[config.mk]
export PLATFORM = sky130hd
export DESIGN_NAME = alu8_flagged
export DESIGN_NICKNAME = d
export VERILOG_FILES = /design/src/rtl/alu8_pkg.sv /design/src/rtl/alu8_arith.sv /design/src/rtl/alu8_logic.sv /design/src/rtl/alu8_flagreg.sv /design/src/rtl/alu8_flagged.sv
export SDC_FILE = /design/constraint.sdc
export NUM_CORES = 1
export LEC_CHECK = 0
export BUFFER_PORTS_ARGS = -buffer_cell sky130_fd_sc_hd__buf_2
export CAP_MARGIN = 20
export CORE_ASPECT_RATIO = 0.9
export CORE_UTILIZATION = 55
export CTS_BUF_LIST = sky130_fd_sc_hd__clkbuf_4 sky130_fd_sc_hd__clkbuf_8
export CTS_CLUSTER_SIZE = 30
export DETAILED_ROUTE_END_ITERATION = 6
export MAX_ROUTING_LAYER = met4
export PLACE_DENSITY = 0.76
export SLEW_MARGIN = 20
export SYNTH_ARGS = -nofsm -noshare
export SYNTH_HDL_FRONTEND = slang
export SYNTH_HIERARCHICAL = 1
export SYNTH_SLANG_ARGS = --single-unit
[constraint.sdc]
create_clock -name clk -period 6.66 [get_ports clk]
set_input_delay 0.333 -clock clk [delete_from_list [all_inputs] [get_ports clk]]
set_output_delay 0.333 -clock clk [all_outputs]
set_load 0.1 [all_outputs]
[src/rtl/alu8_pkg.sv]
`timescale 1ns/1ps
package alu8_pkg;
  typedef enum logic [3:0] {
    OP_INC = 4'd0, OP_DEC = 4'd1, OP_ADD = 4'd2, OP_ADC = 4'd3,
    OP_SUB = 4'd4, OP_SBC = 4'd5, OP_AND = 4'd6, OP_XOR = 4'd7,
    OP_OR  = 4'd8, OP_CP  = 4'd9
  } alu_op_e;

  localparam int FLAG_W = 8;
  localparam int FS = 7;
  localparam int FZ = 6;
  localparam int FH = 4;
  localparam int FX = 3;
  localparam int FV = 2;
  localparam int FN = 1;
  localparam int FC = 0;
  localparam logic [FLAG_W-1:0] FULL_MASK = 8'hDF;
endpackage

[src/rtl/alu8_arith.sv]
`timescale 1ns/1ps
module alu8_arith
  import alu8_pkg::*;
#(
  parameter int W = 8
) (
  input  logic [3:0]        op_i,
  input  logic [W-1:0]      a_i,
  input  logic [W-1:0]      b_i,
  input  logic              cin_i,
  output logic [W-1:0]      res_o,
  output logic [FLAG_W-1:0] fval_o,
  output logic [FLAG_W-1:0] fmask_o
);
  localparam int NIB = W / 2;
  localparam logic [W-1:0] ONE    = {{(W-1){1'b0}}, 1'b1};
  localparam logic [W-1:0] MAXPOS = {1'b0, {(W-1){1'b1}}};
  localparam logic [W-1:0] MINNEG = {1'b1, {(W-1){1'b0}}};

  logic           ci;
  logic [W:0]     sum;
  logic [NIB:0]   nsum;
  logic [W-1:0]   lsum;
  logic [W:0]     subtr;
  logic [W:0]     diff;
  logic [W+1:0]   sdiff;
  logic [W-1:0]   inc_r;
  logic [W-1:0]   dec_r;
  logic           borrow;
  logic           nib_borrow;
  logic           s_ovf;

  assign ci    = ((op_i == OP_ADC) || (op_i == OP_SBC)) ? cin_i : 1'b0;
  assign sum   = {1'b0, a_i} + {1'b0, b_i} + {{W{1'b0}}, ci};
  assign nsum  = {1'b0, a_i[NIB-1:0]} + {1'b0, b_i[NIB-1:0]} + {{NIB{1'b0}}, ci};
  assign lsum  = {1'b0, a_i[W-2:0]} + {1'b0, b_i[W-2:0]} + {{(W-1){1'b0}}, ci};
  assign subtr = {1'b0, b_i} + {{W{1'b0}}, ci};
  assign diff  = {1'b0, a_i} - subtr;
  assign sdiff = {{2{a_i[W-1]}}, a_i} - {{2{b_i[W-1]}}, b_i} - {{(W+1){1'b0}}, ci};
  assign inc_r = a_i + ONE;
  assign dec_r = a_i - ONE;
  assign borrow     = ({1'b0, a_i} < subtr);
  assign nib_borrow = (a_i[NIB-1:0] < subtr[NIB-1:0]);
  assign s_ovf      = !((sdiff[W+1] == sdiff[W]) && (sdiff[W] == sdiff[W-1]));

  always_comb begin
    res_o   = '0;
    fval_o  = '0;
    fmask_o = '0;
    case (op_i)
      OP_INC: begin
        res_o = inc_r;
        fmask_o[FS] = 1'b1; fval_o[FS] = inc_r[W-1];
        fmask_o[FZ] = 1'b1; fval_o[FZ] = (inc_r == '0);
        fmask_o[FH] = 1'b1; fval_o[FH] = (inc_r[NIB-1:0] == '0);
        fmask_o[FX] = 1'b1; fval_o[FX] = (a_i == {W{1'b1}});
        fmask_o[FV] = (a_i == MAXPOS); fval_o[FV] = 1'b1;
      end
      OP_DEC: begin
        res_o = dec_r;
        fmask_o[FS] = 1'b1; fval_o[FS] = dec_r[W-1];
        fmask_o[FZ] = 1'b1; fval_o[FZ] = (dec_r == '0);
        fmask_o[FH] = 1'b1; fval_o[FH] = (dec_r[NIB-1:0] == '0);
        fmask_o[FX] = 1'b1; fval_o[FX] = (a_i == '0);
        fmask_o[FN] = 1'b1; fval_o[FN] = 1'b1;
        fmask_o[FV] = (a_i == MINNEG); fval_o[FV] = 1'b1;
      end
      OP_ADD, OP_ADC: begin
        res_o   = sum[W-1:0];
        fmask_o = FULL_MASK;
        fval_o[FS] = sum[W-1];
        fval_o[FZ] = (sum[W-1:0] == '0);
        fval_o[FH] = nsum[NIB];
        fval_o[FX] = sum[W];
        fval_o[FV] = sum[W] ^ lsum[W-1];
        fval_o[FN] = 1'b0;
        fval_o[FC] = sum[W];
      end
      OP_SUB, OP_SBC, OP_CP: begin
        res_o = diff[W-1:0];
        fmask_o[FS] = 1'b1; fval_o[FS] = diff[W-1];
        fmask_o[FZ] = 1'b1; fval_o[FZ] = (diff[W-1:0] == '0);
        fmask_o[FH] = 1'b1; fval_o[FH] = nib_borrow;
        fmask_o[FV] = 1'b1; fval_o[FV] = s_ovf;
        fmask_o[FN] = 1'b1; fval_o[FN] = 1'b1;
        fmask_o[FC] = 1'b1; fval_o[FC] = borrow;
        if (op_i != OP_SBC) begin
          fmask_o[FX] = borrow; fval_o[FX] = 1'b1;
        end
      end
      default: ;
    endcase
  end
endmodule

[src/rtl/alu8_logic.sv]
`timescale 1ns/1ps
module alu8_logic
  import alu8_pkg::*;
#(
  parameter int W = 8
) (
  input  logic [3:0]        op_i,
  input  logic [W-1:0]      a_i,
  input  logic [W-1:0]      b_i,
  output logic [W-1:0]      res_o,
  output logic [FLAG_W-1:0] fval_o,
  output logic [FLAG_W-1:0] fmask_o
);
  logic [W-1:0] r;
  logic         hit;

  always_comb begin
    hit = 1'b1;
    case (op_i)
      OP_AND:  r = a_i & b_i;
      OP_XOR:  r = a_i ^ b_i;
      OP_OR:   r = a_i | b_i;
      default: begin r = '0; hit = 1'b0; end
    endcase
  end

  always_comb begin
    res_o   = r;
    fval_o  = '0;
    fmask_o = hit ? FULL_MASK : '0;
    fval_o[FS] = r[W-1];
    fval_o[FZ] = (r == '0);
    fval_o[FH] = (op_i == OP_AND);
    fval_o[FV] = ~^r;
  end
endmodule

[src/rtl/alu8_flagreg.sv]
`timescale 1ns/1ps
module alu8_flagreg
  import alu8_pkg::*;
(
  input  logic              clk,
  input  logic              rst_n,
  input  logic              upd_i,
  input  logic [FLAG_W-1:0] d_i,
  output logic [FLAG_W-1:0] q_o
);
  always_ff @(posedge clk or negedge rst_n) begin
    if (!rst_n)     q_o <= '0;
    else if (upd_i) q_o <= d_i;
  end

  always @(posedge clk) begin
    if (!rst_n) assert_reset_clear_R1: assert (q_o == '0);
  end

  assert_hold_idle_R9: assert property (@(posedge clk) disable iff (!rst_n)
    !upd_i |=> $stable(q_o));
endmodule

[src/rtl/alu8_flagged.sv]
`timescale 1ns/1ps
module alu8_flagged
  import alu8_pkg::*;
#(
  parameter int W = 8
) (
  input  logic              clk,
  input  logic              rst_n,
  input  logic              exec_i,
  input  logic [3:0]        op_i,
  input  logic [W-1:0]      opa_i,
  input  logic [W-1:0]      opb_i,
  output logic [W-1:0]      result_o,
  output logic              wr_en_o,
  output logic [FLAG_W-1:0] flags_o
);
  logic [W-1:0]      ares, lres;
  logic [FLAG_W-1:0] aval, amask, lval, lmask;
  logic [FLAG_W-1:0] fval, fmask, fnext;
  logic              is_logic, op_ok, upd;

  alu8_arith #(.W(W)) u_arith (
    .op_i(op_i), .a_i(opa_i), .b_i(opb_i), .cin_i(flags_o[FC]),
    .res_o(ares), .fval_o(aval), .fmask_o(amask)
  );

  alu8_logic #(.W(W)) u_logic (
    .op_i(op_i), .a_i(opa_i), .b_i(opb_i),
    .res_o(lres), .fval_o(lval), .fmask_o(lmask)
  );

  assign is_logic = (op_i == OP_AND) || (op_i == OP_XOR) || (op_i == OP_OR);
  assign op_ok    = (op_i <= OP_CP);
  assign result_o = is_logic ? lres  : ares;
  assign fval     = is_logic ? lval  : aval;
  assign fmask    = is_logic ? lmask : amask;
  assign fnext    = (flags_o & ~fmask) | (fval & fmask);
  assign upd      = exec_i && op_ok;
  assign wr_en_o  = upd && (op_i != OP_CP);

  alu8_flagreg u_flags (
    .clk(clk), .rst_n(rst_n), .upd_i(upd), .d_i(fnext), .q_o(flags_o)
  );

  assert_cp_nowrite_R8: assert property (@(posedge clk) disable iff (!rst_n)
    (exec_i && op_i == OP_CP) |-> !wr_en_o);
  assert_and_sets_h_R7: assert property (@(posedge clk) disable iff (!rst_n)
    (exec_i && op_i == OP_AND) |=> flags_o[FH]);
  assert_add_xc_match_R4: assert property (@(posedge clk) disable iff (!rst_n)
    (exec_i && op_i == OP_ADD) |=> (flags_o[FX] == flags_o[FC]));
  assert_dec_sets_n_R3: assert property (@(posedge clk) disable iff (!rst_n)
    (exec_i && op_i == OP_DEC) |=> flags_o[FN]);
  assert_inc_ovf_R2: assert property (@(posedge clk) disable iff (!rst_n)
    (exec_i && op_i == OP_INC && opa_i == {1'b0, {(W-1){1'b1}}}) |=> flags_o[FV]);
  assert_bit5_kept_R1: assert property (@(posedge clk) disable iff (!rst_n)
    exec_i |=> $stable(flags_o[5]));
  assert_bad_op_hold_R9: assert property (@(posedge clk) disable iff (!rst_n)
    (exec_i && !op_ok) |=> $stable(flags_o));
endmodule

==> reports/metrics.csv, run 1 <==
metric,value,unit
Setup crit start kind,input pin,
"CP delay by family, top",buffers and inverters,
headroom to the max-slew limit,41.1,%
Die Area,6960,um^2
wire per inst,16.7,um
reg-to-reg startpoint,u_flags/q_o[0],
"Distinct cells, synth",71,
Critical-path top delay cell,buf_2,
crit-path max FO,30,
Detail Placement HPWL,7480,um
H-tree depth,1,
clock latency on the worst-skew pair,220,ps
Fill cells,583,
via count,3414,
core area,6250,um^2
design area,3750,um^2
RSZ-0062 raised after global routing,no,
final worst-path cycle share,66.7,%
io pins,40,
DRC,0,
aggregate global routing overflow,0,
synthesized flop and latch total,8,
outcome,finished clean,
CTS Root Cell,clkbuf_8,
sequential area share after synthesis,5.49,%
Inserted Diodes,0,
CP Class,input pin to output port,
critical-path cell list,buf_2 > nand3_1 > or2_2 > inv_1 > ha_1 > ha_1 > nand3_1 > nor2_1 > xnor2_1 > ha_1 > o21a_1 > o21ai_0 > a41oi_1 > a211o_1 > o22ai_1 > mux2_4 > buf_2,
most frequent cells in the layout,"ha_1, inv_1, buf_2",
"top cells by area, synth","ha_1, mux2_4, xnor2_1, dfrtp_1, inv_1",
TritonCTS clock tree,yes,
Most used DFF post-synth,dfrtp_1,
max cap viols,0,
post-route ant nets,0,
LEAKAGE,0.00182,uW
Synth area leader,ha_1,
reg2reg setup slack,2960,ps
hold buffers post-CTS,1,
"commonest non-fill, non-tap cell in the layout",ha_1,
Final Core Density,60.0,%
Area Growth Syn to Fin,2.85,%
CTS sink cnt,8,
die height,79.3,um
CTS buffer count,3,
Largest regs,u_flags/q_o x8,
clk slew on worst S/H paths,40,ps
Hold/Removal Path Class,input pin to asynchronous set/reset pin,
average cell area after synthesis,7.79,um^2
most frequent CP cell,ha_1,
crit path from,op_i[0],
Top reg by flops,u_flags/q_o,
CP Capture Type,output port,
"Async S/R FF share, synth",100,%
Period minus WS final,4450,ps
Final Routed Wirelength,9450,um
DR vias/cell,6.04,
"Hold Vio Cnt, Final",0,
"Cell Area, Placed",3700,um^2
total power density per cell area,152,nW/um^2
Final TNS setup,0,ps
vias in the first global route,3104,
worst slew pin tran,881,ps
first-pass GRT wire length,15300,um
post-cts resize count,0,
multi-input logic area,3020,um^2
worst path bufs/invs,3,
CP required,6330,ps
number of synthesized flops with an enable pin,0,
initial antenna violation count,0,
max reg flops,8,
share of cells above drive strength 1,15.7,%
Post-CTS Setup Inserts,0,
FF-to-FF path depth,16,
"Arr. time, crit path",4110,ps
GRT Resource Usage Total,28.6,%
nets@finish,563,
Worst Skew,0.368,ps
Syn Inst Count,468,
fin. max-slew vios,0,
synth warn,6,
"Cell Area, Synth",3650,um^2
highest clock rate,0.225,GHz
final setup fails,0,
Die Wd,87.8,um
peak supply drop,0.0889,mV
# port buffers,39,
1st-pass router iterations,5,
top cell type's share of synthesized area,19.2,%
GP Congestion,1.01,
largest net degree at the start of global routing,31,
iteration-0 DRC count of the detailed router,266,
Rows,27,
CTS max path bufs,2,
starting density of the core,58.4,%
reg-to-reg critical path endpoint,u_flags/q_o[6],
Storage cell area,200,um^2
CP peak stage delay,520,ps
## worst max path at each step
stage	to	slack [ps]	cells past startpoint
after floorplan	result_o[7]	2630	16
after global placement	result_o[7]	2450	17
after detailed placement	result_o[7]	2290	17
after CTS	result_o[7]	2280	17
after global routing	result_o[7]	1950	17
final	result_o[7]	2210	17
## area by class of cell
cell class              instances  area share, %
multi-input cells             379           80.4
inverters                      48           4.80
repair buffers                 40           5.47
clock buffers                   3           1.10
flip-flops and latches          8           5.34
well taps                      87           2.90
## layer usage
metal | global-route usage [%] | wire length, um | up-vias
li1 | - | - | 1675
met1 | 38.1 | 4430 | 1584
met2 | 46.7 | 4300 | 134
met3 | 1.98 | 520 | 21
met4 | 7.54 | 201 | 0
met5 | - | 0 | -
## cells in the mapped netlist, drive strengths merged (9+ instances only)
library cell	n
a21oi	12
buf	32
ha	56
inv	48
mux2	18
mux2i	10
nand2	33
nand2b	13
nand3	19
nand4	10
nand4b	9
nor2	26
nor3	10
o21ai	19
o22ai	11
xnor2	26
## through the flow
step	total power [uW]	hold slack [ps]	setup WS, ps	std cells
2_1_floorplan	434	37.4	2630	473
3_3_place_gp	502	173	2450	561
3_5_place_dp	510	178	2290	561
4_1_cts	568	475	2280	565
5_1_grt	610	502	1950	565
6_report	571	469	2210	565
## cells by family (layout without fill, tap and decap cells)
family,count (synthesis),after routing,synth area share [%]
AND/OR/NAND/NOR,154,154,23.6
adder cells (fa/ha/maj),60,60,21.4
buffers and inverters,86,91,12.3
other,2,7,0.206
XOR/XNOR,31,31,7.44
flip-flops,8,8,5.49
multiplexers,28,28,9.95
AO/OA/AOI/OAI,99,99,19.6
## power breakdown
part	switching, uW	internal, uW	total, uW
Sequential	15.5	61.9	77.4
Combinational	301	137	437
Clock	16.7	38.9	55.6
Total	333	238	571
No activity file was read; power rests on OpenSTA's default activity.
==> run 2, diff against run 1 <==
- PLACE_DENSITY: 0.76 -> 0.79
- clock period: 6.66 -> 4 ns (I/O delays scaled with it)
==> run 2 against run 1 <==
Compared with the run above:
- count of clock-buffer cells in the layout did not move
- largest power group unchanged
- via count fell by 0.64%
- sequential power rose by 65%
- critical endpoint is now result_o[6]
- final area rose by 1.7%
- non-clock buffer count rose by 2
- final cell count rose by 0.35%
- clock power rose by 66%
- routed wire length rose by 0.37%
- setup slack got worse by 2000 ps
- combinational power rose by 70%
==> reports/metrics.csv, run 2 (same netlist as run 1, synthesis figures left out) <==
metric,value,unit,change
Placed Instances,563,,+0.36%
1st-pass router iterations,7,,+2
critical-path cell list,nand3_1 > or2_2 > inv_1 > ha_2 > ha_1 > inv_1 > fa_1 > a21o_1 > a21oi_2 > o21ai_0 > a21oi_1 > xor2_1 > o32ai_1 > mux2_4 > clkbuf_4,,
share of cells above drive strength 1,16.9,%,+1.2 points
final non-filler cell total,567,,+0.35%
io pins,40,,unchanged
vias in the first global route,3220,,+3.7%
fin. max-slew vios,0,,unchanged
Critical-path top delay cell,fa_1,,
Post-CTS Setup Inserts,0,,unchanged
pre-CTS setup slack,274,ps,-2020 ps
CP Capture Type,output port,,
outcome,finished clean,,
Setup crit start kind,register,,
Final TNS setup,0,ps,unchanged
crit path from,u_flags/q_o[0],,
Worst Skew,2.17,ps,+1.80 ps
Final Routed Wirelength,9490,um,+0.37%
LEAKAGE,0.00184,uW,+0.95%
final worst slack,216,ps,-2000 ps
initial antenna violation count,0,,unchanged
final worst-path cycle share,94.6,%,
reg2reg setup slack,280,ps,-2680 ps
Inserted Diodes,0,,unchanged
most frequent CP cell,inv_1,,
nets@finish,565,,+0.36%
Die Area,6960,um^2,unchanged
max cap viols,0,,unchanged
most frequent cells in the layout,"ha_1, inv_1, buf_2",,
reg-to-reg critical path endpoint,u_flags/q_o[6],,
wire per inst,16.7,um,about the same
post-route ant nets,0,,unchanged
CP Class,register to output port,,
Largest regs,u_flags/q_o x8,,
Detail Placement HPWL,7530,um,+0.73%
CP peak stage delay,440,ps,-80 ps
CTS sink cnt,8,,unchanged
DRC,0,,unchanged
"CP delay by family, top",compound AO/OA/AOI/OAI gates,,
CP required,3800,ps,-2530 ps
Top reg by flops,u_flags/q_o,,
largest net degree at the start of global routing,30,,-3.2%
starting density of the core,58.4,%,unchanged
Rows,27,,unchanged
FF-to-FF path depth,16,,unchanged
iteration-0 DRC count of the detailed router,212,,-20%
CTS buffer count,3,,unchanged
H-tree depth,1,,unchanged
crit-path max FO,5,,-83%
clock latency on the worst-skew pair,220,ps,about the same
Area Growth Syn to Fin,4.56,%,
Die Wd,87.8,um,unchanged
highest clock rate,0.264,GHz,
clk slew on worst S/H paths,40,ps,about the same
total power density per cell area,252,nW/um^2,+66%
DR vias/cell,5.98,,-0.99%
overall power,962,uW,+69%
WP depth,15,,-2
via count,3392,,-0.64%
final setup fails,0,,unchanged
first-pass GRT wire length,15800,um,+3.0%
CTS Root Cell,clkbuf_8,,
aggregate global routing overflow,0,,unchanged
crit path to,result_o[6],,
peak supply drop,0.113,mV,+28%
headroom to the max-slew limit,40.1,%,-1.1 points
"Arr. time, crit path",3580,ps,-530 ps
Hold/Removal Path Class,input pin to asynchronous set/reset pin,,
worst slew pin tran,896,ps,+15.9 ps
"Hold Vio Cnt, Final",0,,unchanged
CTS max path bufs,2,,unchanged
Period minus WS final,3780,ps,
"commonest non-fill, non-tap cell in the layout",ha_1,,
GRT Resource Usage Total,29.5,%,+0.88 points
core area,6250,um^2,unchanged
worst path bufs/invs,3,,unchanged
max reg flops,8,,unchanged
die height,79.3,um,unchanged
TritonCTS clock tree,yes,,
# port buffers,39,,unchanged
reg-to-reg startpoint,u_flags/q_o[0],,
GP Congestion,1.00,,-1.3%
run 2: cell types whose count changed in the layout (fill, tap and decap cells not counted), sizes merged:
cell	previous run	this run
buf	39	40
clkbuf	3	4
run 2: metal layers:
layer	vias up	share of wire (%)	track usage, %
met1	1573	47	40.0
met5	-	0	-
met2	122	46	48.1
li1	1679	-	-
met3	18	4.9	1.77
met4	0	1.4	6.39
run 2: layout make-up:
| cell class | instances | area, um^2 |
|---|---|---|
| Clock buffer | 3 | 41.3 |
| Fill cell | 569 | 2440 |
| Inverter | 48 | 180 |
| Multi-Input combinational cell | 379 | 3030 |
| Sequential cell | 8 | 200 |
| Tap cell | 87 | 109 |
| Timing Repair Buffer | 42 | 253 |
run 2: repair_timing:
item | CTS | global route
endpoints found under the setup margin | 0 | 2
hold buffers | 1 | 0
gates resized for setup | 0 | 5
hold endpoints to repair | 8 | 0
run 2: through the flow:
step / utilization, % / hold WS, ps / cell area (um^2)
final: 61.0 / 366 / 3810
after global routing: 61.0 / 379 / 3810
after CTS: 60.7 / 351 / 3800
after detailed placement: 59.9 / 47.3 / 3740
after global placement: 59.9 / 46.2 / 3740
after floorplan: - / -95.6 / 3670
run 2: worst min-delay path by stage:
stage / cells after the start / endpoint / slack, ps / from
floorplan: 0 / u_flags/q_o[0] / -100 / rst_n
global placement: 1 / u_flags/q_o[4] / 50 / rst_n
detailed placement: 1 / u_flags/q_o[2] / 50 / rst_n
CTS: 2 / u_flags/q_o[2] / 350 / rst_n
global route: 2 / u_flags/q_o[7] / 380 / rst_n
finish: 2 / u_flags/q_o[2] / 370 / rst_n
run 2: where the power goes:
group / internal [uW] / switching [uW] / leakage (uW)
clock network: 64.8 / 27.3 / 0.0000216
logic: 239 / 504 / 0.00171
registers: 103 / 24.5 / 0.000106
total: 407 / 555 / 0.00184
==> run 3, diff against run 2 <==
- CORE_MARGIN: not set -> 4
- CORE_UTILIZATION: 55 -> 54
- PLACE_DENSITY: 0.79 -> 0.77
==> run 3 against run 2 <==
Compared with the run above:
- count of clock-buffer cells in the layout unchanged
- routed wire length up 1.7%
- sequential share of layout area about the same
- worst hold slack worse by 29 ps
- register-to-register slack better by 120 ps
- utilization down 2.9 points
- largest cell class unchanged
==> reports/metrics.csv, run 3 (same netlist as run 1, synthesis figures left out) <==
metric,value,unit,change
Final TNS setup,0,ps,unchanged
Top reg by flops,u_flags/q_o,,
most frequent cells in the layout,"ha_1, inv_1, buf_2",,
io pins,40,,unchanged
clk slew on worst S/H paths,40,ps,about the same
"Hold Vio Cnt, Final",0,,unchanged
Area Growth Syn to Fin,5.01,%,
worst slew pin tran,767,ps,-129 ps
die height,86.0,um,+8.5%
first-pass GRT wire length,16000,um,+1.1%
highest clock rate,0.264,GHz,about the same
nets@finish,566,,+0.18%
largest net degree at the start of global routing,30,,unchanged
starting density of the core,55.4,%,-3.0 points
final worst-path cycle share,94.7,%,about the same
CP Capture Type,output port,,
Final Core Density,58.1,%,-2.9 points
Inserted Diodes,0,,unchanged
Period minus WS final,3790,ps,+3.46 ps
Final Routed Wirelength,9650,um,+1.7%
CTS sink cnt,8,,unchanged
most frequent CP cell,ha_1,,
Die Wd,94.6,um,+7.7%
DRC,0,,unchanged
fin. max-slew vios,0,,unchanged
GRT Resource Usage Total,24.9,%,-4.7 points
H-tree depth,1,,unchanged
final setup fails,0,,unchanged
TritonCTS clock tree,yes,,
CP peak stage delay,400,ps,-40 ps
Hold/Removal Path Class,input pin to asynchronous set/reset pin,,
post-route ant nets,0,,unchanged
DR vias/cell,5.97,,-0.17%
crit-path max FO,5,,unchanged
"Arr. time, crit path",3590,ps,about the same
core area,6590,um^2,+5.4%
outcome,finished clean,,
max cap viols,0,,unchanged
critical-path cell list,nand3_1 > or2_2 > inv_1 > ha_1 > ha_1 > nand3_1 > nor2_2 > xnor2_1 > ha_1 > o21a_1 > o21ai_0 > a41oi_1 > a211o_1 > o22ai_1 > mux2_4 > buf_12,,
clock latency on the worst-skew pair,230,ps,about the same
CP required,3800,ps,about the same
Setup crit start kind,register,,
Worst Skew,3.57,ps,+1.40 ps
overall power,971,uW,+0.87%
share of cells above drive strength 1,16.8,%,-0.035 points
1st-pass router iterations,5,,-2
max reg flops,8,,unchanged
CTS Root Cell,clkbuf_8,,
Rows,28,,+3.7%
"commonest non-fill, non-tap cell in the layout",ha_1,,
# port buffers,39,,unchanged
Die Area,8130,um^2,+17%
Detail Placement HPWL,7790,um,+3.5%
reg2reg setup slack,400,ps,+120 ps
Post-CTS Setup Inserts,0,,unchanged
RSZ-0062 raised after global routing,no,,
iteration-0 DRC count of the detailed router,252,,+19%
via count,3410,,+0.53%
total power density per cell area,253,nW/um^2,+0.45%
vias in the first global route,3259,,+1.2%
GP Congestion,0.975,,-2.6%
Largest regs,u_flags/q_o x8,,
initial antenna violation count,0,,unchanged
aggregate global routing overflow,0,,unchanged
CTS max path bufs,2,,unchanged
wire per inst,16.9,um,+0.95%
headroom to the max-slew limit,48.8,%,+8.8 points
Critical-path top delay cell,dfrtp_2,,
CTS buffer count,3,,unchanged
peak supply drop,0.158,mV,+39%
LEAKAGE,0.00185,uW,+0.34%
CP Class,register to output port,,
-- run 3: cell types whose count changed in the layout (fill, tap and decap cells not counted) --
cell      delta
buf_12       +1
buf_4        +1
clkbuf_4     -1
dfrtp_1      -1
dfrtp_2      +1
ha_1         +1
ha_2         -1
o22ai_1      +1
o22ai_2      -1
-- run 3: worst paths after layout --
| path | depth (start not counted) | to | startpoint |
|---|---|---|---|
| setup / recovery | 16 | result_o[7] | u_flags/q_o[0] |
| hold / removal | 2 | u_flags/q_o[6] | rst_n |
| setup reg to reg | 16 | u_flags/q_o[6] | u_flags/q_o[0] |
| hold reg to reg | 1 | u_flags/q_o[5] | u_flags/q_o[5] |
| max in group asynchronous | 2 | u_flags/q_o[0] | rst_n |
| min in group clk | 1 | u_flags/q_o[5] | u_flags/q_o[5] |
-- run 3: where the power goes --
part           leakage (uW)  internal, uW  switching (uW)  total (uW)
clock network     0.0000216          65.3            33.2        98.5
logic               0.00172           242             503         745
registers          0.000104           104            23.9         128
-- run 3: worst max-delay path, delay by kind of cell (launching register included) --
kind	cells	cell delay (ps)
adders and majority gates	3	670
buffers and inverters	2	300
muxes	1	210
xor gates and xnor gates	1	140
and+or+nand+nor	4	720
DFF	1	400
AOI/OAI and AO/OA	5	930
-- run 3: final cells by class --
cell class	instances	area [um^2]
multi-input combinational	379	3020
fill	632	2760
timing repair buffer	43	273
tap	90	113
sequential	8	201
clock buffer	3	41.3
inverter	48	180
-- run 3: metal layers --
layer  part of all wire (%)  global-route usage, %
met1                     45                   33.3
met2                     48                   41.0
met3                    6.0                   1.84
met4                    1.7                   5.24
met5                      0                      -
-- run 3: through the flow --
stage / instance area, um^2 / hold slack [ps] / setup WS (ps) / cells
final: 3830 / 338 / 212 / 571
after global routing: 3830 / 366 / 0.0808 / 571
after floorplan: 3670 / -95.6 / 101 / 473
after global placement: 3770 / 48.0 / 417 / 567
after CTS: 3820 / 333 / 174 / 571
after detailed placement: 3770 / 50.3 / 297 / 567
-- run 3: timing repair --
item / in CTS / in global routing
hold buffers: 1 / 0
endpoints found under the setup margin: 0 / 2
endpoints found under the hold margin: 8 / 0
resized for setup: 0 / 3
